`src/rtl/pgrd_pkg.sv`:
```
package pgrd_pkg;

  typedef enum logic [1:0] {
    SEQ_IDLE  = 2'd0,
    SEQ_ISSUE = 2'd1,
    SEQ_AWAIT = 2'd2
  } seq_state_e;

  typedef enum logic [1:0] {
    CSR_CMD  = 2'd0,
    CSR_OFFS = 2'd1,
    CSR_DATA = 2'd2,
    CSR_STAT = 2'd3
  } csr_sel_e;

  localparam int unsigned CMD_GO_BIT    = 0;
  localparam int unsigned STAT_DONE_BIT = 8;
  localparam int unsigned STAT_PROT_BIT = 16;

  localparam logic [1:0] STAT_CODE_IDLE = 2'd0;
  localparam logic [1:0] STAT_CODE_PGRD = 2'd1;

endpackage

```
`src/rtl/pgrd_rst_sync.sv`:
```
module pgrd_rst_sync (
  input  logic clk,
  input  logic rst_n,
  output logic rst_sync_n
);

  logic [1:0] sync_q;

  always_ff @(posedge clk or negedge rst_n) begin
    if (!rst_n) begin
      sync_q <= 2'b00;
    end else begin
      sync_q <= {sync_q[0], 1'b1};
    end
  end

  assign rst_sync_n = sync_q[1];

endmodule

```
`src/rtl/pgrd_seq.sv`:
```
module pgrd_seq
  import pgrd_pkg::*;
(
  input  logic clk,
  input  logic rst_n,
  input  logic go,
  input  logic mem_req_ready,
  input  logic mem_rsp_valid,
  output logic busy,
  output logic req_valid,
  output logic launch,
  output logic finish
);

  seq_state_e state_q, state_d;

  // next-state logic
  always_comb begin
    state_d = state_q;
    unique case (state_q)
      SEQ_IDLE:  if (go)            state_d = SEQ_ISSUE;
      SEQ_ISSUE: if (mem_req_ready) state_d = SEQ_AWAIT;
      SEQ_AWAIT: if (mem_rsp_valid) state_d = SEQ_IDLE;
      default:                      state_d = SEQ_IDLE;
    endcase
  end

  always_ff @(posedge clk or negedge rst_n) begin
    if (!rst_n) begin
      state_q <= SEQ_IDLE;
    end else begin
      state_q <= state_d;
    end
  end

  assign busy      = (state_q != SEQ_IDLE);
  assign req_valid = (state_q == SEQ_ISSUE);
  assign launch    = (state_q == SEQ_IDLE)  && go;
  assign finish    = (state_q == SEQ_AWAIT) && mem_rsp_valid;

endmodule

```
`src/rtl/pgrd_offset.sv`:
```
module pgrd_offset #(
  parameter int unsigned DATA_W = 32,
  parameter int unsigned IDX_W  = 7,
  parameter int unsigned LSB    = 2
) (
  input  logic              clk,
  input  logic              rst_n,
  input  logic              wr_en,
  input  logic [DATA_W-1:0] wr_data,
  input  logic              step,
  output logic [IDX_W-1:0]  idx
);

  logic [IDX_W-1:0] idx_q, idx_d;
  logic             idx_en;

  // only the in-page word index is kept; lanes and upper bits drop out
  always_comb begin
    idx_en = wr_en | step;
    if (wr_en) begin
      idx_d = wr_data[LSB +: IDX_W];
    end else begin
      idx_d = idx_q + {{(IDX_W-1){1'b0}}, 1'b1};
    end
  end

  always_ff @(posedge clk or negedge rst_n) begin
    if (!rst_n) begin
      idx_q <= '0;
    end else if (idx_en) begin
      idx_q <= idx_d;
    end
  end

  assign idx = idx_q;

endmodule

```
`src/rtl/pgrd_csr.sv`:
```
module pgrd_csr
  import pgrd_pkg::*;
#(
  parameter int unsigned DATA_W = 32,
  parameter int unsigned IDX_W  = 7,
  parameter int unsigned LSB    = 2
) (
  input  logic              clk,
  input  logic              rst_n,
  input  logic              we,
  input  logic [1:0]        sel,
  input  logic [DATA_W-1:0] wdata,
  input  logic              busy,
  input  logic              launch,
  input  logic              finish,
  input  logic [DATA_W-1:0] rsp_data,
  input  logic [IDX_W-1:0]  idx,
  input  logic              prot,
  output logic [DATA_W-1:0] rdata,
  output logic              go,
  output logic              offs_wr,
  output logic              done
);

  logic [DATA_W-1:0] data_q;
  logic              done_q, done_d, done_en;
  csr_sel_e          sel_e;

  assign sel_e   = csr_sel_e'(sel);
  assign go      = we && (sel_e == CSR_CMD) && wdata[CMD_GO_BIT];
  assign offs_wr = we && (sel_e == CSR_OFFS) && !busy;

  always_ff @(posedge clk or negedge rst_n) begin
    if (!rst_n) begin
      data_q <= '0;
    end else if (finish) begin
      data_q <= rsp_data;
    end
  end

  always_comb begin
    done_en = launch | finish;
    done_d  = finish;
  end

  always_ff @(posedge clk or negedge rst_n) begin
    if (!rst_n) begin
      done_q <= 1'b0;
    end else if (done_en) begin
      done_q <= done_d;
    end
  end

  assign done = done_q;

  always_comb begin
    rdata = '0;
    unique case (sel_e)
      CSR_CMD:  rdata = '0;
      CSR_OFFS: rdata[LSB +: IDX_W] = idx;
      CSR_DATA: rdata = data_q;
      CSR_STAT: begin
        rdata[1:0]           = busy ? STAT_CODE_PGRD : STAT_CODE_IDLE;
        rdata[STAT_DONE_BIT] = done_q;
        rdata[STAT_PROT_BIT] = prot;
      end
      default:  rdata = '0;
    endcase
  end

endmodule

```
`src/rtl/pgrd_top.sv`:
```
module pgrd_top #(
  parameter int unsigned DATA_W     = 32,
  parameter int unsigned PAGE_BYTES = 512
) (
  input  logic                                          clk,
  input  logic                                          rst_n,
  input  logic                                          prot_i,
  input  logic                                          csr_we,
  input  logic [1:0]                                    csr_sel,
  input  logic [DATA_W-1:0]                             csr_wdata,
  output logic [DATA_W-1:0]                             csr_rdata,
  output logic                                          mem_req_valid,
  input  logic                                          mem_req_ready,
  output logic [$clog2(PAGE_BYTES)-$clog2(DATA_W/8)-1:0] mem_req_idx,
  input  logic                                          mem_rsp_valid,
  input  logic [DATA_W-1:0]                             mem_rsp_data
);

  localparam int unsigned LSB   = $clog2(DATA_W/8);
  localparam int unsigned IDX_W = $clog2(PAGE_BYTES) - LSB;

  logic             rst_sync_n;
  logic             go_w, offs_wr_w, busy_w, launch_w, finish_w, done_w;
  logic [IDX_W-1:0] idx_w;

  pgrd_rst_sync u_rst (
    .clk       (clk),
    .rst_n     (rst_n),
    .rst_sync_n(rst_sync_n)
  );

  pgrd_seq u_seq (
    .clk          (clk),
    .rst_n        (rst_sync_n),
    .go           (go_w),
    .mem_req_ready(mem_req_ready),
    .mem_rsp_valid(mem_rsp_valid),
    .busy         (busy_w),
    .req_valid    (mem_req_valid),
    .launch       (launch_w),
    .finish       (finish_w)
  );

  pgrd_offset #(.DATA_W(DATA_W), .IDX_W(IDX_W), .LSB(LSB)) u_offs (
    .clk    (clk),
    .rst_n  (rst_sync_n),
    .wr_en  (offs_wr_w),
    .wr_data(csr_wdata),
    .step   (finish_w),
    .idx    (idx_w)
  );

  pgrd_csr #(.DATA_W(DATA_W), .IDX_W(IDX_W), .LSB(LSB)) u_csr (
    .clk     (clk),
    .rst_n   (rst_sync_n),
    .we      (csr_we),
    .sel     (csr_sel),
    .wdata   (csr_wdata),
    .busy    (busy_w),
    .launch  (launch_w),
    .finish  (finish_w),
    .rsp_data(mem_rsp_data),
    .idx     (idx_w),
    .prot    (prot_i),
    .rdata   (csr_rdata),
    .go      (go_w),
    .offs_wr (offs_wr_w),
    .done    (done_w)
  );

  assign mem_req_idx = idx_w;

endmodule

```
`config.mk`:
```
export PLATFORM = sky130hd
export DESIGN_NAME = pgrd_top
export DESIGN_NICKNAME = d
export VERILOG_FILES = /design/src/rtl/pgrd_pkg.sv /design/src/rtl/pgrd_rst_sync.sv /design/src/rtl/pgrd_seq.sv /design/src/rtl/pgrd_offset.sv /design/src/rtl/pgrd_csr.sv /design/src/rtl/pgrd_top.sv
export SDC_FILE = /design/constraint.sdc
export NUM_CORES = 1
export LEC_CHECK = 0
export BUFFER_PORTS_ARGS = -buffer_cell sky130_fd_sc_hd__buf_2
export CORE_MARGIN = 5
export CORE_UTILIZATION = 48
export DETAILED_ROUTE_END_ITERATION = 10
export MAX_ROUTING_LAYER = met4
export PLACE_DENSITY = 0.84
export REMOVE_ABC_BUFFERS = 1
export SLEW_MARGIN = 20
export SYNTH_ARGS = -nofsm -noshare
export SYNTH_HDL_FRONTEND = slang
export SYNTH_SLANG_ARGS = --single-unit
```
`constraint.sdc`:
```
create_clock -name clk -period 2.9 [get_ports clk]
set_input_delay 0.435 -clock clk [delete_from_list [all_inputs] [get_ports clk]]
set_output_delay 0.435 -clock clk [all_outputs]
set_load 0.02 [all_outputs]
```
==> results.json, run 1 <==
{
  "outcome": "finished clean",
  "nets": 404,
  "n_fill_cell": 391,
  "synth_cell_types": 39,
  "placed_cells": 371,
  "setup.worst_path.start_class": "input port",
  "synth_compound_area_frac": 0.07289,
  "min_period_over_period": 0.7696,
  "die_area_um2": 5907,
  "r2r_setup_slack_ps": 1010,
  "r2r_cells": 4,
  "synth_fa_ha_area_frac": 0.02915,
  "cts.clk_slew.worst_paths_ps": 80,
  "worstSetupStartpoint": "csr_sel[0]",
  "drt-total-wl_um": 5232,
  "final_util": 0.6227,
  "hpwl_um": 3702,
  "place_ws_ps": 688.3,
  "setup_viol": 0,
  "yosysTopAreaCellShare": 0.5131,
  "cts_tree": "built",
  "hold_violations": 0,
  "synth_top_family_by_area": "simple AND/OR/NAND/NOR gates",
  "drv_cap": 0,
  "drt_first_iter_violations": 111,
  "ant_nets": 0,
  "pwr-share-seq": 0.510,
  "grt_pass1_wl_um": 8749,
  "setup_ws_ps": 668.2,
  "synth_ff_type": "dfrtp_1",
  "io_pins": 112,
  "drc_errors": 0,
  "drive_gt1_frac": 0.3058,
  "synth_most_common_cell": "nand2_1",
  "antenna_found_initial": 0,
  "slowest_stage": "ha_1",
  "p_sw_frac": 0.3420,
  "min-delay-start": "mem_rsp_data[16]",
  "num_vias": 1914,
  "holdWs_ps": 332.3,
  "power.share.clock": 0.213,
  "slew_headroom": 0.3816,
  "arrival_ps": 1800,
  "synth.top_cells.by_count": "101 x nand2_1, 44 x dfrtp_1, 23 x and2_1, 7 x a22oi_1, 7 x buf_2",
  "power.leakage_nw": 1.529,
  "netSwitchingPower_uw": 659.0,
  "post_drt_wl_per_cell_um": 13.80,
  "synthXorXnorAreaFrac": 0,
  "cp.required_ps": 2470,
  "synth_area_um2": 2146,
  "hold_path_class": "input port to flop",
  "yosys.area_share.simple": 0.3429,
  "maxSlewViolCount": 0,
  "place.gp.congestion": 0.8200,
  "min_path_cells": 3,
  "track_usage": 0.1832,
  "cp_max_fo": 19,
  "die_x_um": 76.86,
  "numCtsBuffers": 5,
  "coreArea_um2": 4354,
  "clock_sinks": 44,
  "power.density_nw_per_um2": 710.6,
  "synth-edff-count": 0,
  "synth_top_area_cell": "dfrtp_1",
  "rows": 24,
  "postCtsSetupRepairBufs": 0,
  "clk_path_buf_depth": 2,
  "cts.htree.levels": 2,
  "syn_to_final_growth_pct": 26.36,
  "cp-end-kind": "output pin",
  "viasPerCell": 5.050,
  "fp.dieH_um": 76.86,
  "finClkSkew_ps": 4.722,
  "min_to": "u_csr.data_q[16]$_DFFE_PN0P_",
  "rr_endpoint": "u_offs.idx[4]$_DFFE_PN0P_",
  "grt_pass1_vias": 1976,
  "first_pass_iters": 4,
  "reg2reg_from": "u_seq.state_q[1]$_DFFE_PN0P_",
  "cts_root_buf": "clkbuf_8",
  "crit_top_cell": "buf_2",
  "worst_pin_slew_ps": 927.6,
  "p_int_mw": 1.268,
  "fmax_ghz": 0.4481,
  "post_dp_cell_area_um2": 2605,
  "ys_top_cells_by_area": "dfrtp_1 51%, nand2_1 18%, and2_1 6.7%",
  "critical_path.cell_chain": "buf_2 -> inv_1 -> ha_1 -> buf_4 -> a22o_1 -> buf_2",
  "floorplan.initialDensity": 0.4928,
  "synthCells": 243,
  "combPwrFrac": 0.277,
  "synth.avg_cell_area_um2": 8.830,
  "grt-ovfl-total": 0,
  "fin_area_um2": 2711,
  "irDropWorstVdd_v": 0.0003619,
  "grt_max_degree": 43,
  "portBuffers": 87,
  "rsz0062_at_grt": "false",
  "synth-seq-cells": 44,
  "total_power_mw": 1.927,
  "yosys_warnings": 0,
  "clock_latency_ps": 290,
  "stdcell_count": 379,
  "synth-async-reset-ratio": 1.000,
  "muxShareOfSynthArea": 0.009913,
  "crit_type": "input port to output pin",
  "period_needed_ps": 2232,
  "finalSetupTns_ps": 0,
  "slowest_delay_ps": 560,
  "diodes": 0,
  "ys_seq_area_frac": 0.5131
}
==> placed cells by master, fill, tap and decap left out, types with 3 or more instances in the layout <==
master	Yosys	layout
nor3_1	3	3
nor2b_1	6	6
dfrtp_1	44	43
clkbuf_8	0	7
nand3_1	4	4
nand2_1	101	101
buf_2	7	87
and2_1	23	23
a22oi_1	7	7
nor2_1	5	5
ha_1	5	5
==> registers in the layout (all words and copies together) (netlist names) <==
signal / cells
u_seq.state_q: 2
u_csr.done: 1
u_offs.idx: 7
u_rst.sync_q: 2
u_csr.data_q: 32
==> worst max-delay path, delay by kind of cell <==
kind / cells / cell delay, ps
buf+inv: 4 / 650
compound gates: 1 / 140
fa+ha+maj: 1 / 560
==> power groups by stage <==
stage / combinational, mW / sequential [mW] / clock [mW]
after floorplan: 0.338 / 0.982 / 0
after global placement: 0.515 / 0.978 / 0
after detailed placement: 0.537 / 0.995 / 0
after CTS: 0.541 / 0.982 / 0.423
after global routing: 0.601 / 1.02 / 0.452
final: 0.534 / 0.982 / 0.411
==> logic make-up after synthesis <==
logic type      Yosys count
compound gates           21
mux                       2
simple gates            155
buf+inv                  15
flops                    44
other cells               1
fa+ha+maj                 5
==> per-layer routing <==
metal / track usage / up-vias / wire (µm)
met5: - / - / 0
met1: 0.2179 / 889 / 2247
met4: 0.06294 / 0 / 48
met3: 0.04333 / 8 / 333
met2: 0.3039 / 62 / 2603
li1: - / 955 / -
==> final cells by class <==
type,instances,area (µm²),share of cell area
Sequential cell,44,1102,0.4066
Multi-Input combinational cell,184,979.7,0.3613
Timing Repair Buffer,90,460.4,0.1698
Clock buffer,7,96.34,0.03553
Tap cell,52,65.06,0.02400
Inverter,2,7.507,0.002769
==> worst max path at each step <==
stage / cells past startpoint / to / slack [ps]
after floorplan: 3 / u_offs.idx[4]$_DFFE_PN0P_ / 850
after global placement: 6 / csr_rdata[16] / 680
after detailed placement: 6 / csr_rdata[21] / 690
after CTS: 6 / csr_rdata[21] / 690
after global routing: 6 / csr_rdata[21] / 540
final: 6 / csr_rdata[16] / 670
==> what timing repair did <==
action                                  4_1_cts  5_1_grt
hold buffers                                  1        0
resized for setup                             0        0
endpoints found under the setup margin        0        0
endpoints found under the hold margin         2        0
Note: power is estimated with default switching activity, not from simulation.
==> inputs of run 2 (changes only) <==
--- a/config.mk
+++ b/config.mk
@@ -7,10 +7,10 @@
 export LEC_CHECK = 0
 export BUFFER_PORTS_ARGS = -buffer_cell sky130_fd_sc_hd__buf_2
 export CORE_MARGIN = 5
-export CORE_UTILIZATION = 48
+export CORE_UTILIZATION = 45
 export DETAILED_ROUTE_END_ITERATION = 10
 export MAX_ROUTING_LAYER = met4
-export PLACE_DENSITY = 0.84
+export PLACE_DENSITY = 0.8
 export REMOVE_ABC_BUFFERS = 1
 export SLEW_MARGIN = 20
 export SYNTH_ARGS = -nofsm -noshare
==> constraint.sdc (replaced) <==
create_clock -name clk -period 2.3 [get_ports clk]
set_input_delay 0.345 -clock clk [delete_from_list [all_inputs] [get_ports clk]]
set_output_delay 0.345 -clock clk [all_outputs]
set_load 0.02 [all_outputs]
==> results.json, run 2 (synthesis results as in run 1) <==
{
  "maxSlewViolCount": 0,
  "drive_gt1_frac": 0.3091,
  "floorplan.initialDensity": 0.4604,
  "setup.worst_path.start_class": "input port",
  "first_pass_iters": 4,
  "holdWs_ps": 240.1,
  "n_fill_cell": 448,
  "finClkSkew_ps": 11.48,
  "setup_viol": 0,
  "layout_common_cells": "101 x nand2_1, 87 x buf_2, 43 x dfrtp_1",
  "r2r_cells": 3,
  "drt-total-wl_um": 5034,
  "largest_reg_flops": 32,
  "outcome": "finished clean",
  "ant_nets": 0,
  "cp_max_fo": 20,
  "grt_pass1_vias": 1906,
  "r2r_setup_slack_ps": 700,
  "numCtsBuffers": 5,
  "nets": 407,
  "num_vias": 1927,
  "hold_violations": 0,
  "fp.dieH_um": 79.06,
  "finalSetupTns_ps": 0,
  "drt_first_iter_violations": 98,
  "grt_pass1_wl_um": 8604,
  "cts_root_buf": "clkbuf_8",
  "antenna_found_initial": 0,
  "grt_max_degree": 43,
  "die_area_um2": 6250,
  "die_x_um": 79.06,
  "cp-end-kind": "output pin",
  "crit_type": "input port to output pin",
  "cp.required_ps": 1960,
  "layout_commonest_cell": "nand2_1",
  "cp_top_family": "buffers and inverters",
  "min_path_cells": 3,
  "track_usage": 0.1772,
  "diodes": 0,
  "cts.htree.levels": 2,
  "io_pins": 112,
  "min_period_over_period": 0.7687,
  "rows": 25,
  "clk_path_buf_depth": 2,
  "reg2reg_from": "u_seq.state_q[0]$_DFFE_PN0P_",
  "rr_endpoint": "u_offs.idx[5]$_DFFE_PN0P_",
  "cts_tree": "built",
  "placed_cells": 376,
  "irDropWorstVdd_v": 0.0003734,
  "power.leakage_nw": 1.533,
  "slowest_delay_ps": 270,
  "postCtsSetupRepairBufs": 0,
  "drv_cap": 0,
  "drc_errors": 0,
  "critical_path.cell_chain": "buf_2 -> inv_1 -> ha_1 -> buf_4 -> a222oi_1 -> nor2_1 -> buf_2",
  "coreArea_um2": 4661,
  "post_drt_wl_per_cell_um": 13.11,
  "stdcell_count": 384,
  "regMostFlops": "u_csr.data_q",
  "slew_headroom": 0.4044,
  "hpwl_um": 3622,
  "worst-path-buf-inv": 4,
  "slowest_stage": "a222oi_1",
  "total_power_mw": 2.347,
  "clock_latency_ps": 290,
  "place.gp.congestion": 0.8091,
  "grt-ovfl-total": 0,
  "syn_to_final_growth_pct": 26.65,
  "min_to": "u_csr.data_q[2]$_DFFE_PN0P_",
  "rsz0062_at_grt": "false",
  "min-delay-start": "mem_rsp_data[2]",
  "portBuffers": 87,
  "viasPerCell": 5.018,
  "power.density_nw_per_um2": 863.6,
  "worst_pin_slew_ps": 893.5,
  "cts.clk_slew.worst_paths_ps": 90,
  "crit_top_cell": "buf_2",
  "clock_sinks": 44,
  "period_needed_ps": 1768,
  "fmax_ghz": 0.5656,
  "arrival_ps": 1420,
  "hold_path_class": "input port to flop"
}
[run 2: cell count changes in the layout (fill, tap and decap cells not counted), sizes merged]
cell / before / now
clkbuf: 7 / 6
clkinv: 0 / 1
buf: 89 / 92
[run 2: layout make-up]
type / instances / area [µm²] / share of cell area
Sequential cell: 44 / 1102 / 0.4056
Inverter: 2 / 7.507 / 0.002762
Clock buffer: 6 / 72.57 / 0.02670
Multi-Input combinational cell: 184 / 979.7 / 0.3605
Timing Repair Buffer: 93 / 483.0 / 0.1777
Tap cell: 54 / 67.56 / 0.02486
Clock inverter: 1 / 5.005 / 0.001842
[run 2: what timing repair did]
item | CTS | global route
hold buffers | 1 | 0
hold endpoints to repair | 2 | 0
gates resized for setup | 0 | 0
[run 2: how the worst max path moves through the flow]
| stage | startpoint | to | depth (start not counted) |
|---|---|---|---|
| 2_1_floorplan | u_seq.state_q[0]$_DFFE_PN0P_ | u_offs.idx[4]$_DFFE_PN0P_ | 3 |
| 3_3_place_gp | csr_sel[0] | csr_rdata[8] | 7 |
| 3_5_place_dp | csr_sel[1] | u_offs.idx[4]$_DFFE_PN0P_ | 6 |
| 4_1_cts | csr_sel[0] | csr_rdata[8] | 7 |
| 5_1_grt | csr_sel[0] | csr_rdata[8] | 7 |
| 6_report | csr_sel[0] | csr_rdata[8] | 7 |
[run 2: power breakdown]
| part | internal [mW] | total, mW | switching [mW] |
|---|---|---|---|
| combinational | 0.288 | 0.669 | 0.381 |
| clock | 0.207 | 0.448 | 0.242 |
| sequential | 1.05 | 1.23 | 0.184 |
| total | 1.54 | 2.35 | 0.807 |
[run 2: worst min-delay path: cells and delay by family]
kind	cells	cell delay (ps)
buffers and inverters	1	70
AND/OR/NAND/NOR	2	90
[run 2: per-stage QoR]
step           utilization  instance area, µm²  worst slack, ps
4_1_cts             0.5831                2718            536.4
3_3_place_gp        0.5643                2630            541.2
5_1_grt             0.5831                2718            455.8
2_1_floorplan            -                2088            254.1
6_report            0.5831                2718            531.9
3_5_place_dp        0.5643                2630            526.3
[run 2: routing by layer]
| metal | wire length, µm | GRT usage | vias to the layer above |
|---|---|---|---|
| met3 | 381 | 0.04875 | 6 |
| li1 | - | - | 958 |
| met4 | 50 | 0.04811 | 0 |
| met1 | 2113 | 0.2081 | 902 |
| met5 | 0 | - | - |
| met2 | 2489 | 0.3005 | 61 |
==> inputs of run 3 (changes only) <==
--- a/config.mk
+++ b/config.mk
@@ -5,9 +5,10 @@
 export SDC_FILE = /design/constraint.sdc
 export NUM_CORES = 1
 export LEC_CHECK = 0
+export ABC_AREA = 1
 export BUFFER_PORTS_ARGS = -buffer_cell sky130_fd_sc_hd__buf_2
 export CORE_MARGIN = 5
-export CORE_UTILIZATION = 45
+export CORE_UTILIZATION = 46
 export DETAILED_ROUTE_END_ITERATION = 10
 export MAX_ROUTING_LAYER = met4
 export PLACE_DENSITY = 0.8
==> constraint.sdc (replaced) <==
create_clock -name clk -period 1.8 [get_ports clk]
set_input_delay 0.27 -clock clk [delete_from_list [all_inputs] [get_ports clk]]
set_output_delay 0.27 -clock clk [all_outputs]
set_load 0.02 [all_outputs]
==> results.json, run 3 <==
{
  "largest_reg_flops": 32,
  "postCtsSetupRepairBufs": 0,
  "muxShareOfSynthArea": 0,
  "setup.worst_path.start_class": "input port",
  "ys_seq_area_frac": 0.4908,
  "nets": 474,
  "synth_most_common_cell": "nand2_1",
  "critical_path.cell_chain": "buf_2 -> inv_1 -> ha_1 -> buf_4 -> nand2_1 -> a21oi_1 -> buf_2",
  "cp_top_family": "buffers and inverters",
  "grt_max_degree": 36,
  "setup_viol": 0,
  "finClkSkew_ps": 3.952,
  "io_pins": 112,
  "portBuffers": 87,
  "regMostFlops": "u_csr.data_q",
  "regArea_um2": 1102,
  "yosysTopAreaCellShare": 0.4908,
  "slew_headroom": 0.5823,
  "drv_cap": 0,
  "place.gp.congestion": 0.9262,
  "synth_area_um2": 2243,
  "arrival_ps": 1340,
  "synth_ff_type": "dfrtp_1",
  "fp.dieH_um": 79.84,
  "outcome": "finished clean",
  "cts.clk_slew.worst_paths_ps": 80,
  "slowest_delay_ps": 230,
  "synth.avg_cell_area_um2": 7.307,
  "drive_gt1_frac": 0.2714,
  "fmax_ghz": 0.6212,
  "clk_path_buf_depth": 2,
  "clock_latency_ps": 290,
  "numCtsBuffers": 5,
  "grt_pass1_wl_um": 9011,
  "ys_top_cells_by_area": "dfrtp_1 49%, nand2_1 28%, inv_1 6.4%",
  "drt_first_iter_violations": 83,
  "cts_resized": 0,
  "synth_fa_ha_area_frac": 0.02789,
  "ant_nets": 0,
  "clock_sinks": 44,
  "n_fill_cell": 474,
  "synth_compound_area_frac": 0.04629,
  "num_vias": 2115,
  "synth-async-reset-ratio": 1.000,
  "crit_type": "input port to output pin",
  "maxSlewViolCount": 0,
  "track_usage": 0.1816,
  "synthCells": 307,
  "cp-end-kind": "output pin",
  "grt-ovfl-total": 0,
  "coreArea_um2": 4723,
  "cp.required_ps": 1530,
  "grt_pass1_vias": 2073,
  "first_pass_iters": 4,
  "hpwl_um": 3868,
  "synth-edff-count": 0,
  "yosys.area_share.simple": 0.3380,
  "multi_input_area_um2": 928.4,
  "power.density_nw_per_um2": 1146,
  "worst-path-buf-inv": 4,
  "cts_tree": "built",
  "die_area_um2": 6374,
  "floorplan.initialDensity": 0.4750,
  "cts.htree.levels": 2,
  "post_drt_wl_per_cell_um": 11.30,
  "slowest_stage": "buf_4",
  "power.leakage_nw": 1.827,
  "syn_to_final_growth_pct": 26.88,
  "synth-seq-cells": 44,
  "min_period_over_period": 0.8943,
  "irDropWorstVdd_v": 0.0006171,
  "hold_path_class": "input port to flop",
  "diodes": 0,
  "yosys_warnings": 0,
  "synth.top_cells.by_count": "165 x nand2_1, 44 x dfrtp_1, 38 x inv_1, 14 x nand3_1, 8 x nor2_1",
  "synth_top_family_by_area": "simple AND/OR/NAND/NOR gates",
  "layout_commonest_cell": "nand2_1",
  "synthXorXnorAreaFrac": 0,
  "cts_root_buf": "clkbuf_8",
  "crit_top_cell": "buf_2",
  "drt-total-wl_um": 5256,
  "rsz0062_at_grt": "false",
  "drc_errors": 0,
  "worst_pin_slew_ps": 626.6,
  "final_util": 0.6026,
  "cp_max_fo": 16,
  "synth_top_area_cell": "dfrtp_1",
  "viasPerCell": 4.548,
  "die_x_um": 79.84,
  "synth_cell_types": 22,
  "period_needed_ps": 1610,
  "rows": 25,
  "hold_violations": 0,
  "hold_buffers": 1,
  "finalSetupTns_ps": 0,
  "antenna_found_initial": 0,
  "layout_common_cells": "165 x nand2_1, 87 x buf_2, 43 x dfrtp_1"
}
## run 3: cell count changes in the layout (fill, tap and decap cells not counted), moves of 5 or more
cell | before | now
a21oi_1 | 1 | 6
nand2_1 | 101 | 165
nor2b_1 | 6 | 0
a22oi_1 | 7 | 0
nand3_1 | 4 | 14
and2_1 | 23 | 0
inv_1 | 2 | 38
## run 3: worst register-to-register path, stage by stage (launching register included)
cell and delay [ps]:
dfrtp_1 440, ha_1 240, nand2_1 110, inv_1 80, nand3_1 90, nand3_1 70
nand2_1 60, nand2_1 40
## run 3: power breakdown
group	switching, mW	total [mW]	internal [mW]
clock	0.312	0.618	0.306
combinational	0.607	1.01	0.405
sequential	0.273	1.63	1.36
total	1.19	3.26	2.07
## run 3: area by class of cell
class | count | share of cell area
tap | 67 | 0.02945
inverter | 41 | 0.05495
timing repair buffer | 93 | 0.1697
clock buffer | 6 | 0.02901
multi-input combinational | 212 | 0.3262
sequential | 44 | 0.3873
clock inverter | 2 | 0.003516
## run 3: cells by family (layout without fill, tap and decap cells)
logic type,count (synthesis),count (layout)
AO/OA/AOI/OAI,16,16
adder cells (fa/ha/maj),5,5
other,1,1
flip-flops,44,44
AND/OR/NAND/NOR,190,190
buffers and inverters,51,142
## run 3: worst paths after layout
kind | from | to | slack (ps) | cells past startpoint
max | csr_sel[0] | csr_rdata[7] | 190 | 7
min | mem_rsp_data[6] | u_csr.data_q[6]$_DFFE_PN0P_ | 170 | 3
min in group asynchronous | u_rst.sync_q[1]$_DFF_PN0_ | u_csr.data_q[6]$_DFFE_PN0P_ | 290 | 0
max in group asynchronous | u_rst.sync_q[1]$_DFF_PN0_ | u_offs.idx[5]$_DFFE_PN0P_ | 960 | 1
max reg2reg | u_offs.idx[0]$_DFFE_PN0P_ | u_offs.idx[6]$_DFFE_PN0P_ | 560 | 7
min reg2reg | u_rst.sync_q[1]$_DFF_PN0_ | u_csr.data_q[6]$_DFFE_PN0P_ | 290 | 0
## run 3: layer usage
metal | vias to the layer above | track usage | share of wire
met4 | 0 | 0.06081 | 0.016
met1 | 940 | 0.2357 | 0.46
li1 | 1092 | - | -
met5 | - | - | 0
met3 | 9 | 0.03837 | 0.076
met2 | 74 | 0.2846 | 0.45
## run 3: per-stage QoR
step | setup slack (ps) | hold WS (ps) | cells | power [mW] | instance area, µm²
6_report | 190.2 | 166.2 | 465 | 3.261 | 2846
5_1_grt | 40.55 | 164.5 | 465 | 3.533 | 2846
4_1_cts | 180.9 | 154.4 | 465 | 3.305 | 2846
3_5_place_dp | 223.4 | 64.00 | 456 | 2.665 | 2744
3_3_place_gp | 220.0 | 63.23 | 456 | 2.621 | 2744
2_1_floorplan | 67.89 | -25.59 | 297 | 2.298 | 2186
